$ cat config.mk
export PLATFORM = sky130hd
export DESIGN_NAME = poh_tx_sel
export DESIGN_NICKNAME = d
export VERILOG_FILES = /design/src/rtl/poh_tx_pkg.sv /design/src/rtl/poh_seq.sv /design/src/rtl/poh_ovh_reg.sv /design/src/rtl/poh_b3_stage.sv /design/src/rtl/poh_label_sel.sv /design/src/rtl/poh_tx_sel.sv
export SDC_FILE = /design/constraint.sdc
export NUM_CORES = 1
export LEC_CHECK = 0
export BUFFER_PORTS_ARGS = -buffer_cell sky130_fd_sc_hd__clkbuf_2
export CORE_MARGIN = 5
export CORE_UTILIZATION = 45
export DETAILED_ROUTE_END_ITERATION = 16
export PLACE_DENSITY = 0.8
export SYNTH_ARGS = -nofsm -noshare
export SYNTH_HDL_FRONTEND = slang
export SYNTH_SLANG_ARGS = --single-unit
$ cat constraint.sdc
create_clock -name clk -period 1 [get_ports clk]
set_clock_uncertainty 0.05 [all_clocks]
set_input_delay 0.15 -clock clk [delete_from_list [all_inputs] [get_ports clk]]
set_output_delay 0.15 -clock clk [all_outputs]
set_load 0.02 [all_outputs]
$ cat src/rtl/poh_tx_pkg.sv
package poh_tx_pkg;

    typedef enum logic [1:0] {
        ADDR_B3MASK = 2'd0,
        ADDR_C2     = 2'd1,
        ADDR_G1     = 2'd2,
        ADDR_SPARE  = 2'd3
    } poh_addr_e;

    typedef enum logic {
        SEQ_WAIT = 1'b0,
        SEQ_LOAD = 1'b1
    } seq_state_e;

    typedef enum logic [1:0] {
        SRC_REG         = 2'd0,
        SRC_EXT_CAPTURE = 2'd1,
        SRC_EXT_PASS    = 2'd2
    } src_mode_e;

    function automatic src_mode_e pick_src(input logic ext_sel, input logic ram_cap);
        if (!ext_sel)     return SRC_REG;
        else if (ram_cap) return SRC_EXT_CAPTURE;
        else              return SRC_EXT_PASS;
    endfunction

endpackage

$ cat src/rtl/poh_seq.sv
module poh_seq
    import poh_tx_pkg::*;
(
    input  logic clk,
    input  logic rst_n,
    input  logic frame_stb,
    output logic load
);

    seq_state_e state_q, state_d;

    always_ff @(posedge clk) begin
        if (!rst_n) state_q <= SEQ_WAIT;
        else        state_q <= state_d;
    end

    always_comb begin
        state_d = state_q;
        load    = 1'b0;
        unique case (state_q)
            SEQ_WAIT: begin
                if (frame_stb) state_d = SEQ_LOAD;
            end
            SEQ_LOAD: begin
                load    = 1'b1;
                state_d = SEQ_WAIT;
            end
            default: state_d = SEQ_WAIT;
        endcase
    end

    // the load step lasts one cycle
    assert_load_single_R2: assert property (@(posedge clk) disable iff (!rst_n)
        (state_q == SEQ_LOAD) |=> (state_q == SEQ_WAIT));

    // a strobe seen while waiting leads to a load step
    assert_strobe_loads_R2: assert property (@(posedge clk) disable iff (!rst_n)
        (state_q == SEQ_WAIT && frame_stb) |=> load);

endmodule

$ cat src/rtl/poh_ovh_reg.sv
module poh_ovh_reg #(
    parameter int unsigned W = 8
) (
    input  logic         clk,
    input  logic         rst_n,
    input  logic         wr_hit,
    input  logic [W-1:0] wr_data,
    input  logic         cap_en,
    input  logic [W-1:0] cap_data,
    output logic [W-1:0] q
);

    always_ff @(posedge clk) begin
        if (!rst_n)      q <= '0;
        else if (cap_en) q <= cap_data;
        else if (wr_hit) q <= wr_data;
    end

    // a capture overrides a simultaneous write
    assert_capture_wins_R12: assert property (@(posedge clk) disable iff (!rst_n)
        (cap_en && wr_hit) |=> (q == $past(cap_data)));

endmodule

$ cat src/rtl/poh_b3_stage.sv
module poh_b3_stage #(
    parameter int unsigned W = 8
) (
    input  logic         clk,
    input  logic         rst_n,
    input  logic         load,
    input  logic         test_mode,
    input  logic [W-1:0] calc,
    input  logic [W-1:0] mask,
    output logic [W-1:0] b3_q
);

    logic [W-1:0] b3_d;

    always_comb begin
        if (test_mode) b3_d = mask;
        else           b3_d = calc ^ mask;
    end

    always_ff @(posedge clk) begin
        if (!rst_n)    b3_q <= '0;
        else if (load) b3_q <= b3_d;
    end

    // each set mask bit flips exactly that parity bit
    assert_b3_inject_R3: assert property (@(posedge clk) disable iff (!rst_n)
        (load && !test_mode) |=> ((b3_q ^ $past(calc)) == $past(mask)));

    // in test mode the parity input does not reach the output
    assert_b3_override_R5: assert property (@(posedge clk) disable iff (!rst_n)
        (load && test_mode) |=> (b3_q == $past(mask)));

endmodule

$ cat src/rtl/poh_label_sel.sv
module poh_label_sel
    import poh_tx_pkg::*;
#(
    parameter int unsigned W        = 8,
    parameter int unsigned FEBE_W   = 4,
    parameter bit          HAS_FLDS = 1'b0
) (
    input  logic              clk,
    input  logic              rst_n,
    input  logic              load,
    input  src_mode_e         mode,
    input  logic              wr_hit,
    input  logic [W-1:0]      wr_data,
    input  logic [W-1:0]      ext_byte,
    input  logic              rdi_en,
    input  logic              febe_en,
    input  logic              rdi_in,
    input  logic [FEBE_W-1:0] febe_in,
    output logic [W-1:0]      byte_q
);

    localparam int unsigned RDI_POS  = W - 1 - FEBE_W;
    localparam int unsigned FEBE_LSB = W - FEBE_W;

    logic [W-1:0] reg_q;
    logic [W-1:0] local_byte;
    logic [W-1:0] byte_d;
    logic         cap_en;

    assign cap_en = load && (mode == SRC_EXT_CAPTURE);

    poh_ovh_reg #(.W(W)) u_store (
        .clk      (clk),
        .rst_n    (rst_n),
        .wr_hit   (wr_hit),
        .wr_data  (wr_data),
        .cap_en   (cap_en),
        .cap_data (ext_byte),
        .q        (reg_q)
    );

    generate
        if (HAS_FLDS) begin : g_fields
            always_comb begin
                local_byte = reg_q;
                if (febe_en) local_byte[W-1:FEBE_LSB] = febe_in;
                if (rdi_en)  local_byte[RDI_POS]      = rdi_in;
            end

            // internal remote-defect state reaches its bit in register mode
            assert_rdi_field_R10: assert property (@(posedge clk) disable iff (!rst_n)
                (load && mode == SRC_REG && rdi_en) |=> (byte_q[RDI_POS] == $past(rdi_in)));

            // unassigned bits always follow the register
            assert_spare_bits_R10: assert property (@(posedge clk) disable iff (!rst_n)
                (load && mode == SRC_REG) |=> (byte_q[RDI_POS-1:0] == $past(reg_q[RDI_POS-1:0])));
        end else begin : g_plain
            logic unused_fields;
            assign unused_fields = ^{rdi_en, febe_en, rdi_in, febe_in};
            assign local_byte = reg_q;
        end
    endgenerate

    always_comb begin
        unique case (mode)
            SRC_REG:         byte_d = local_byte;
            SRC_EXT_CAPTURE: byte_d = ext_byte;
            SRC_EXT_PASS:    byte_d = ext_byte;
            default:         byte_d = local_byte;
        endcase
    end

    always_ff @(posedge clk) begin
        if (!rst_n)    byte_q <= '0;
        else if (load) byte_q <= byte_d;
    end

    // capture mode stores the external byte
    assert_capture_store_R7: assert property (@(posedge clk) disable iff (!rst_n)
        (load && mode == SRC_EXT_CAPTURE) |=> (reg_q == $past(ext_byte)));

    // pass mode leaves the register alone
    assert_pass_keeps_R8: assert property (@(posedge clk) disable iff (!rst_n)
        (load && mode == SRC_EXT_PASS && !wr_hit) |=> $stable(reg_q));

    // external modes send the external byte untouched
    assert_ext_send_R11: assert property (@(posedge clk) disable iff (!rst_n)
        (load && mode != SRC_REG) |=> (byte_q == $past(ext_byte)));

endmodule

$ cat src/rtl/poh_tx_sel.sv
module poh_tx_sel
    import poh_tx_pkg::*;
#(
    parameter int unsigned BYTE_W = 8,
    parameter int unsigned FEBE_W = 4
) (
    input  logic              clk,
    input  logic              rst_n,
    input  logic              frame_stb,
    input  logic              wr_en,
    input  logic [1:0]        wr_addr,
    input  logic [BYTE_W-1:0] wr_data,
    input  logic              test_b3,
    input  logic              ext_c2,
    input  logic              ext_g1,
    input  logic              ram_cap,
    input  logic              rdi_en,
    input  logic              febe_en,
    input  logic [BYTE_W-1:0] b3_calc,
    input  logic [BYTE_W-1:0] ext_c2_byte,
    input  logic [BYTE_W-1:0] ext_g1_byte,
    input  logic              rdi_in,
    input  logic [FEBE_W-1:0] febe_cnt,
    output logic [BYTE_W-1:0] b3_out,
    output logic [BYTE_W-1:0] c2_out,
    output logic [BYTE_W-1:0] g1_out
);

    logic              load;
    logic              hit_mask, hit_c2, hit_g1;
    logic [BYTE_W-1:0] mask_q;
    src_mode_e         c2_mode, g1_mode;
    poh_addr_e         addr;

    assign addr     = poh_addr_e'(wr_addr);
    assign hit_mask = wr_en && (addr == ADDR_B3MASK);
    assign hit_c2   = wr_en && (addr == ADDR_C2);
    assign hit_g1   = wr_en && (addr == ADDR_G1);
    assign c2_mode  = pick_src(ext_c2, ram_cap);
    assign g1_mode  = pick_src(ext_g1, ram_cap);

    poh_seq u_seq (
        .clk       (clk),
        .rst_n     (rst_n),
        .frame_stb (frame_stb),
        .load      (load)
    );

    poh_ovh_reg #(.W(BYTE_W)) u_mask (
        .clk      (clk),
        .rst_n    (rst_n),
        .wr_hit   (hit_mask),
        .wr_data  (wr_data),
        .cap_en   (1'b0),
        .cap_data ('0),
        .q        (mask_q)
    );

    poh_b3_stage #(.W(BYTE_W)) u_b3 (
        .clk       (clk),
        .rst_n     (rst_n),
        .load      (load),
        .test_mode (test_b3),
        .calc      (b3_calc),
        .mask      (mask_q),
        .b3_q      (b3_out)
    );

    poh_label_sel #(.W(BYTE_W), .FEBE_W(FEBE_W), .HAS_FLDS(1'b0)) u_c2 (
        .clk      (clk),
        .rst_n    (rst_n),
        .load     (load),
        .mode     (c2_mode),
        .wr_hit   (hit_c2),
        .wr_data  (wr_data),
        .ext_byte (ext_c2_byte),
        .rdi_en   (1'b0),
        .febe_en  (1'b0),
        .rdi_in   (1'b0),
        .febe_in  ('0),
        .byte_q   (c2_out)
    );

    poh_label_sel #(.W(BYTE_W), .FEBE_W(FEBE_W), .HAS_FLDS(1'b1)) u_g1 (
        .clk      (clk),
        .rst_n    (rst_n),
        .load     (load),
        .mode     (g1_mode),
        .wr_hit   (hit_g1),
        .wr_data  (wr_data),
        .ext_byte (ext_g1_byte),
        .rdi_en   (rdi_en),
        .febe_en  (febe_en),
        .rdi_in   (rdi_in),
        .febe_in  (febe_cnt),
        .byte_q   (g1_out)
    );

    // outputs hold between load steps
    assert_hold_outputs_R2: assert property (@(posedge clk) disable iff (!rst_n)
        !load |=> ($stable(b3_out) && $stable(c2_out) && $stable(g1_out)));

    // spare address never touches the mask
    assert_spare_addr_R13: assert property (@(posedge clk) disable iff (!rst_n)
        (wr_en && wr_addr == 2'd3) |=> $stable(mask_q));

endmodule

# ---- Word-level counts from Yosys, hierarchy flattened
# Cells that the tools add are included.
# W data, S select, Z words.
dict set report classes {
  n_eq_ne 6
  mux 15
  n_bitwise 2
  reduce_logical 10
}
# cell count
set op_table {}
lappend op_table {{$mux W8} 7}
lappend op_table {{$xor A8 B8 Y8} 1}
lappend op_table {{$eq A2 B1 Y1 const B} 3}
lappend op_table {{$eq A2 B2 Y1 const B} 3}
lappend op_table {{$mux W2} 3}
lappend op_table {{$logic_and A1 B1 Y1} 5}
lappend op_table {{$mux W4} 1}
lappend op_table {{$reduce_bool A2 Y1} 2}
lappend op_table {{$reduce_or A2 Y1} 2}
lappend op_table {{$mux W1} 3}
lappend op_table {{$logic_not A2 Y1} 1}
lappend op_table {{$pmux W1 S2} 1}
lappend op_table {{$not A1 Y1} 1}
dict set report word_totals {
  register_bits 49
  input_bits 49
  out_inout_bits 24
  word_cells 40
}

# ---- Longest topological paths before layout
dict set report depth {
  word_depth 5
  mapped_depth 5
  ltp_nobuf 3
}

# ---- Cells and area by module
# A second synthesis with hierarchy kept.
dict set report unflattened {
  hier_cells 249
  area_unflattened_um2 2720.1
}
# mod n_inst cells_per_inst area_each_um2 seq_area_each_um2
set modules_own_cells {}
lappend modules_own_cells {poh_ovh_reg 3 35 440.4 160.2}
lappend modules_own_cells {poh_b3_stage 1 51 486.7 160.2}
lappend modules_own_cells {{poh_label_sel (u_g1)} 1 46 454.2 160.2}
lappend modules_own_cells {{poh_label_sel (u_c2)} 1 37 370.4 160.2}
lappend modules_own_cells {poh_tx_sel 1 8 58.8 0.0}
lappend modules_own_cells {poh_seq 1 2 28.8 20.0}

# ---- Worst setup path after synthesis
# Ideal clock, no wire load.
dict set report synth_path {
  path_type {reg2reg}
  start {register u_seq.state_q}
  end {register u_c2.u_store.q[4]}
  setup_ns 0.123
  t_arrival_ns 0.883
  required_time_ns 0.827
  slack_ns -0.055
  stages_incl_launch_ff 6
  n_path_buf 2
  synth_period_minus_slack_ns 1.055
  path_cell_list {dfxtp_1 buf_2 nand3_2 buf_4 o21ai_1 a31oi_1}
}
dict set report synth_between {
  elab_chain_cells 3
  word_cells_on_any_way 4
  classes_between {mux (2); reduce/logical (2)}
}
# element line_no
set synth_rtl {}
lappend synth_rtl {{start, declared} poh_seq.sv:10} ;# seq_state_e state_q, state_d;
lappend synth_rtl {{start signal, assigned} poh_seq.sv:14} ;# else state_q <= state_d;
lappend synth_rtl {{$mux W1 *} poh_seq.sv:20} ;# unique case (state_q)
lappend synth_rtl {{$logic_and A1 B1 Y1 *} poh_label_sel.sv:30} ;# assign cap_en = load && (mode == SRC_EXT_CAPTURE);
lappend synth_rtl {{$mux W8 / $reduce_bool A2 Y1 (equally long branches)} n/a}
lappend synth_rtl {{end signal, assigned} poh_ovh_reg.sv:15} ;# else if (cap_en) q <= cap_data;
lappend synth_rtl {{end signal, assigned} poh_ovh_reg.sv:16} ;# else if (wr_hit) q <= wr_data;
lappend synth_rtl {{end, declared} poh_ovh_reg.sv:10} ;# output logic [W-1:0] q
# Every way passes the cells marked *; elsewhere a longest branch is shown, timed or not.
# A chain may end at the register's enable or synchronous reset.

# ---- Worst setup path in the final report
dict set report layout_path {
  start {register u_seq.state_q}
  end {register u_g1.byte_q[0]}
}
dict set report layout_between {
  elab_chain_cells 1
}
# element line_no
set layout_rtl {}
lappend layout_rtl {{$mux W1} poh_seq.sv:20}
lappend layout_rtl {{end signal, assigned} poh_label_sel.sv:75} ;# else if (load) byte_q <= byte_d;
lappend layout_rtl {{end, declared} poh_label_sel.sv:19} ;# output logic [W-1:0] byte_q
# No other way between the ends.

==> results.md <==
- Slowest cell on crit path: dfxtp_4
- Filler Cells Inserted: 387
- Share of synthesized area occupied by flip-flops and latches: 44.4%
- Final min period: 1.06 ns
- Width of the die: 80.1 µm
- CTS tree: done
- Site Rows: 25
- Setup repair after global routing missed its margin: yes
- Crit. Startpoint: u_seq.state_q
- Post-layout total power: 4.20 mW
- CP endpoint: u_g1.byte_q[0]
- Post-synth net total: 296
- Clock Power Share: 27.8%
- First-pass GRT wire length: 9250 µm
- Number of warnings printed during yosys synthesis: 0
- Pwr/cell area: 1300 nW/µm²
- Antenna cells: 0
- Clock transition at the registers of the reported paths: 0.09 ns
- Worst min-delay path category: input port to register
- Count of cell types in the netlist: 22
- First-pass detailed-route iteration total: 4
- Ys flop type: dfxtp_1
- Final setup slack of the worst path: -0.0568 ns
- Layout cells sized above 1: 42.5%
- Vias per std cell: 5.15
- Clock Tree Root: clkbuf_8
- Fin util: 68.0%
- Portion of the clock cycle consumed by the worst path in the final layout: 106%
- Level count of the clock H-tree: 2
- Number of buffer cells added on primary ports: 72
- Detailed-route wire length per cell: 14.8 µm
- Layout area overhead: 46.3%
- Max cap viols: 0
- Finish-stage setup viols: 9
- Minimum setup slack among reg-to-reg paths: -0.06 ns
- Worst Setup Start Kind: register
- Int Power: 3.04 mW
- Post-placement cell area: 2710 µm²
- Number of pins exceeding their max-slew limit in the final report: 0
- Number of global-route vias before repair: 2012
- Maximum clock insertion buffer count: 2
- Worst Tran Pin Value: 0.318 ns
- I/O Pins: 73
- Number of cells produced by synthesis: 247
- Data arrival time of the critical path: 1.21 ns
- Capture point of the worst reg-to-reg path: u_g1.byte_q[0]
- Source of the worst register-to-register timing path: u_seq.state_q
- Standard cell core area: 4750 µm²
- Endpoint kind of the worst setup timing path: register
- Largest net degree at the start of global routing: 26
- Total Die Area: 6410 µm²
- FF-to-FF path depth: 3
- Run status: finished, violations left
- Critical Path, Cell by Cell: buf_6, clkbuf_16, o211a_1
- Total via count after detailed routing: 2067
- Fraction of synthesis flops using an asynchronous set or reset pin: 0%
- Violations in the final reports: negative setup slack
- Syn avg cell area: 8.95 µm²
- Relative contribution of sequential cells to total power: 51.4%
- Routed Wire Length: 5930 µm
- HPWL after detailed placement: 4140 µm
- Routability Congestion: 0.783
- Crit Path Category: register to register
- Sinks on Clock Net: 49
- Hold path cells: 3
- Highest clock rate: 946 MHz
- Switching power: 1.16 mW
- GR Util All Layers: 18.3%
- Effective utilization at floorplan: 46.5%
- Initial drt markers: 85
- Register bit count reported by yosys: 49
- Maximum net fanout on the critical path: 10
- EDFF count, synth: 0
- Antenna violations before repair: 0
- Part of the power in combinational logic: 20.7%
- Leak Pwr: 1.38 nW
- Leftover overflow at the end of global routing: 0
- Cell area after technology mapping: 2210 µm²
- CTS Buf Count: 5
- Final design instance area without fill: 3230 µm²
- DRC violation count after routing: 0
- Minimum setup slack after placement: -0.195 ns
- Normalized max-slew margin: 78.7%
- Required time of the critical path: 1.16 ns
- Worst-skew pair later-pin latency: 0.31 ns
- Number of nets still failing antenna checks after routing: 0
- Chip height: 80.1 µm
- Net count of the finished layout: 382
- Worst VDD drop: 0.721 mV
- Crit-path max cell delay: 0.39 ns
- Number of hold-slack violations in the final timing report: 0
- Switching share of power: 27.7%
-- registers in the layout (all words and copies together), names as in the netlist --
register and count:
u_seq.state_q 1, u_mask.q 8, u_g1.u_store.q 8, u_b3.b3_q 8, u_g1.byte_q 8, u_c2.u_store.q 8, u_c2.byte_q 8
-- per-layer routing --
metal	share of wire [%]	global-route usage [%]	routed length, µm
met1	44	22.8	2590
met2	48	29.7	2880
met3	6.7	6.39	398
met4	1.1	5.57	68
met5	0	0	0
-- placed cells by master, fill, tap and decap left out, types with 6 or more instances in the layout --
master    instances
buf_8            24
o21ai_1          16
xnor2_1           8
o21ai_0           8
dfxtp_2          23
o211a_1          11
a21oi_1           6
nand3b_1          7
a31oi_1          16
o21ai_2           9
dfxtp_1          24
mux2i_1          19
nor2b_1          21
nand2_1          44
buf_4            17
clkbuf_2         48
-- cell type report --
| class | count | area (µm²) | share of cell area [%] |
|---|---|---|---|
| inverter | 1 | 3.75 | 0.116 |
| clock inverter | 1 | 7.51 | 0.232 |
| tap | 67 | 83.8 | 2.59 |
| timing repair buffer | 96 | 846 | 26.2 |
| multi-input combinational | 180 | 1200 | 37.0 |
| sequential | 49 | 1020 | 31.5 |
| clock buffer | 7 | 76.3 | 2.36 |
-- cells in the mapped netlist (2+ instances only) --
cell type   n  area share [%]
dfxtp_1    49              44
nand2_1    44             7.5
o21ai_0    25             5.7
nor2b_1    21             5.9
mux2i_1    19             8.6
a31oi_1    16             4.5
o211a_1    11             5.0
buf_2       9             2.0
o21ai_1     9             2.0
a21oi_1     8             1.8
xnor2_1     8             3.2
nand3b_1    7             2.4
a211oi_1    5             1.7
buf_4       4             1.4
clkbuf_1    3            0.51
and3b_1     2            0.79
nand3_2     2            0.91
-- what timing repair did --
| item | in CTS | in global routing |
|---|---|---|
| hold buffers | 1 | 0 |
| setup buffers | 2 | 5 |
| cloned | 0 | 1 |
| setup endpoints to repair | 64 | 64 |
| hold endpoints to repair | 1 | 0 |
| resized for setup | 86 | 48 |
| pin swaps | 0 | 1 |
-- critical path, delay by kind of cell (launching register included) --
kind                   cells  cell delay, ns
flip-flops                 1            0.39
buffers and inverters      2            0.30
AO/OA/AOI/OAI              1            0.22
-- how the worst min path moves through the flow --
stage           startpoint                end
6_report            rdi_in     u_g1.byte_q[3]
5_1_grt        febe_cnt[3]     u_g1.byte_q[7]
4_1_cts         wr_data[0]  u_g1.u_store.q[0]
3_5_place_dp     frame_stb      u_seq.state_q
3_3_place_gp     frame_stb      u_seq.state_q
2_1_floorplan    frame_stb      u_seq.state_q
-- power by group through the flow --
stage	Combinational [mW]	Clock, mW	Sequential, mW
final	0.872	1.17	2.16
after floorplan	0.322	0	2.23
after global placement	0.662	0	2.16
after detailed placement	0.672	0	2.16
after global routing	0.944	1.27	2.18
after CTS	0.786	1.19	2.14
-- metrics by stage --
step,cells,hold WS (ns),TNS (ns)
6_report,401,0.0668,-0.187
4_1_cts,395,0.0644,-0.552
3_5_place_dp,384,0.333,-3.50
5_1_grt,401,0.0649,-1.29
2_1_floorplan,247,0.222,-0.0262
3_3_place_gp,384,0.334,-1.71
-- cell families after synthesis --
kind of cell / synth area share (%)
buffers and inverters: 4.59
multiplexers: 8.61
XOR/XNOR: 3.17
AND/OR/NAND/NOR: 18.5
AO/OA/AOI/OAI: 20.7
flip-flops: 44.4
Note: power is estimated with default switching activity, not from simulation.
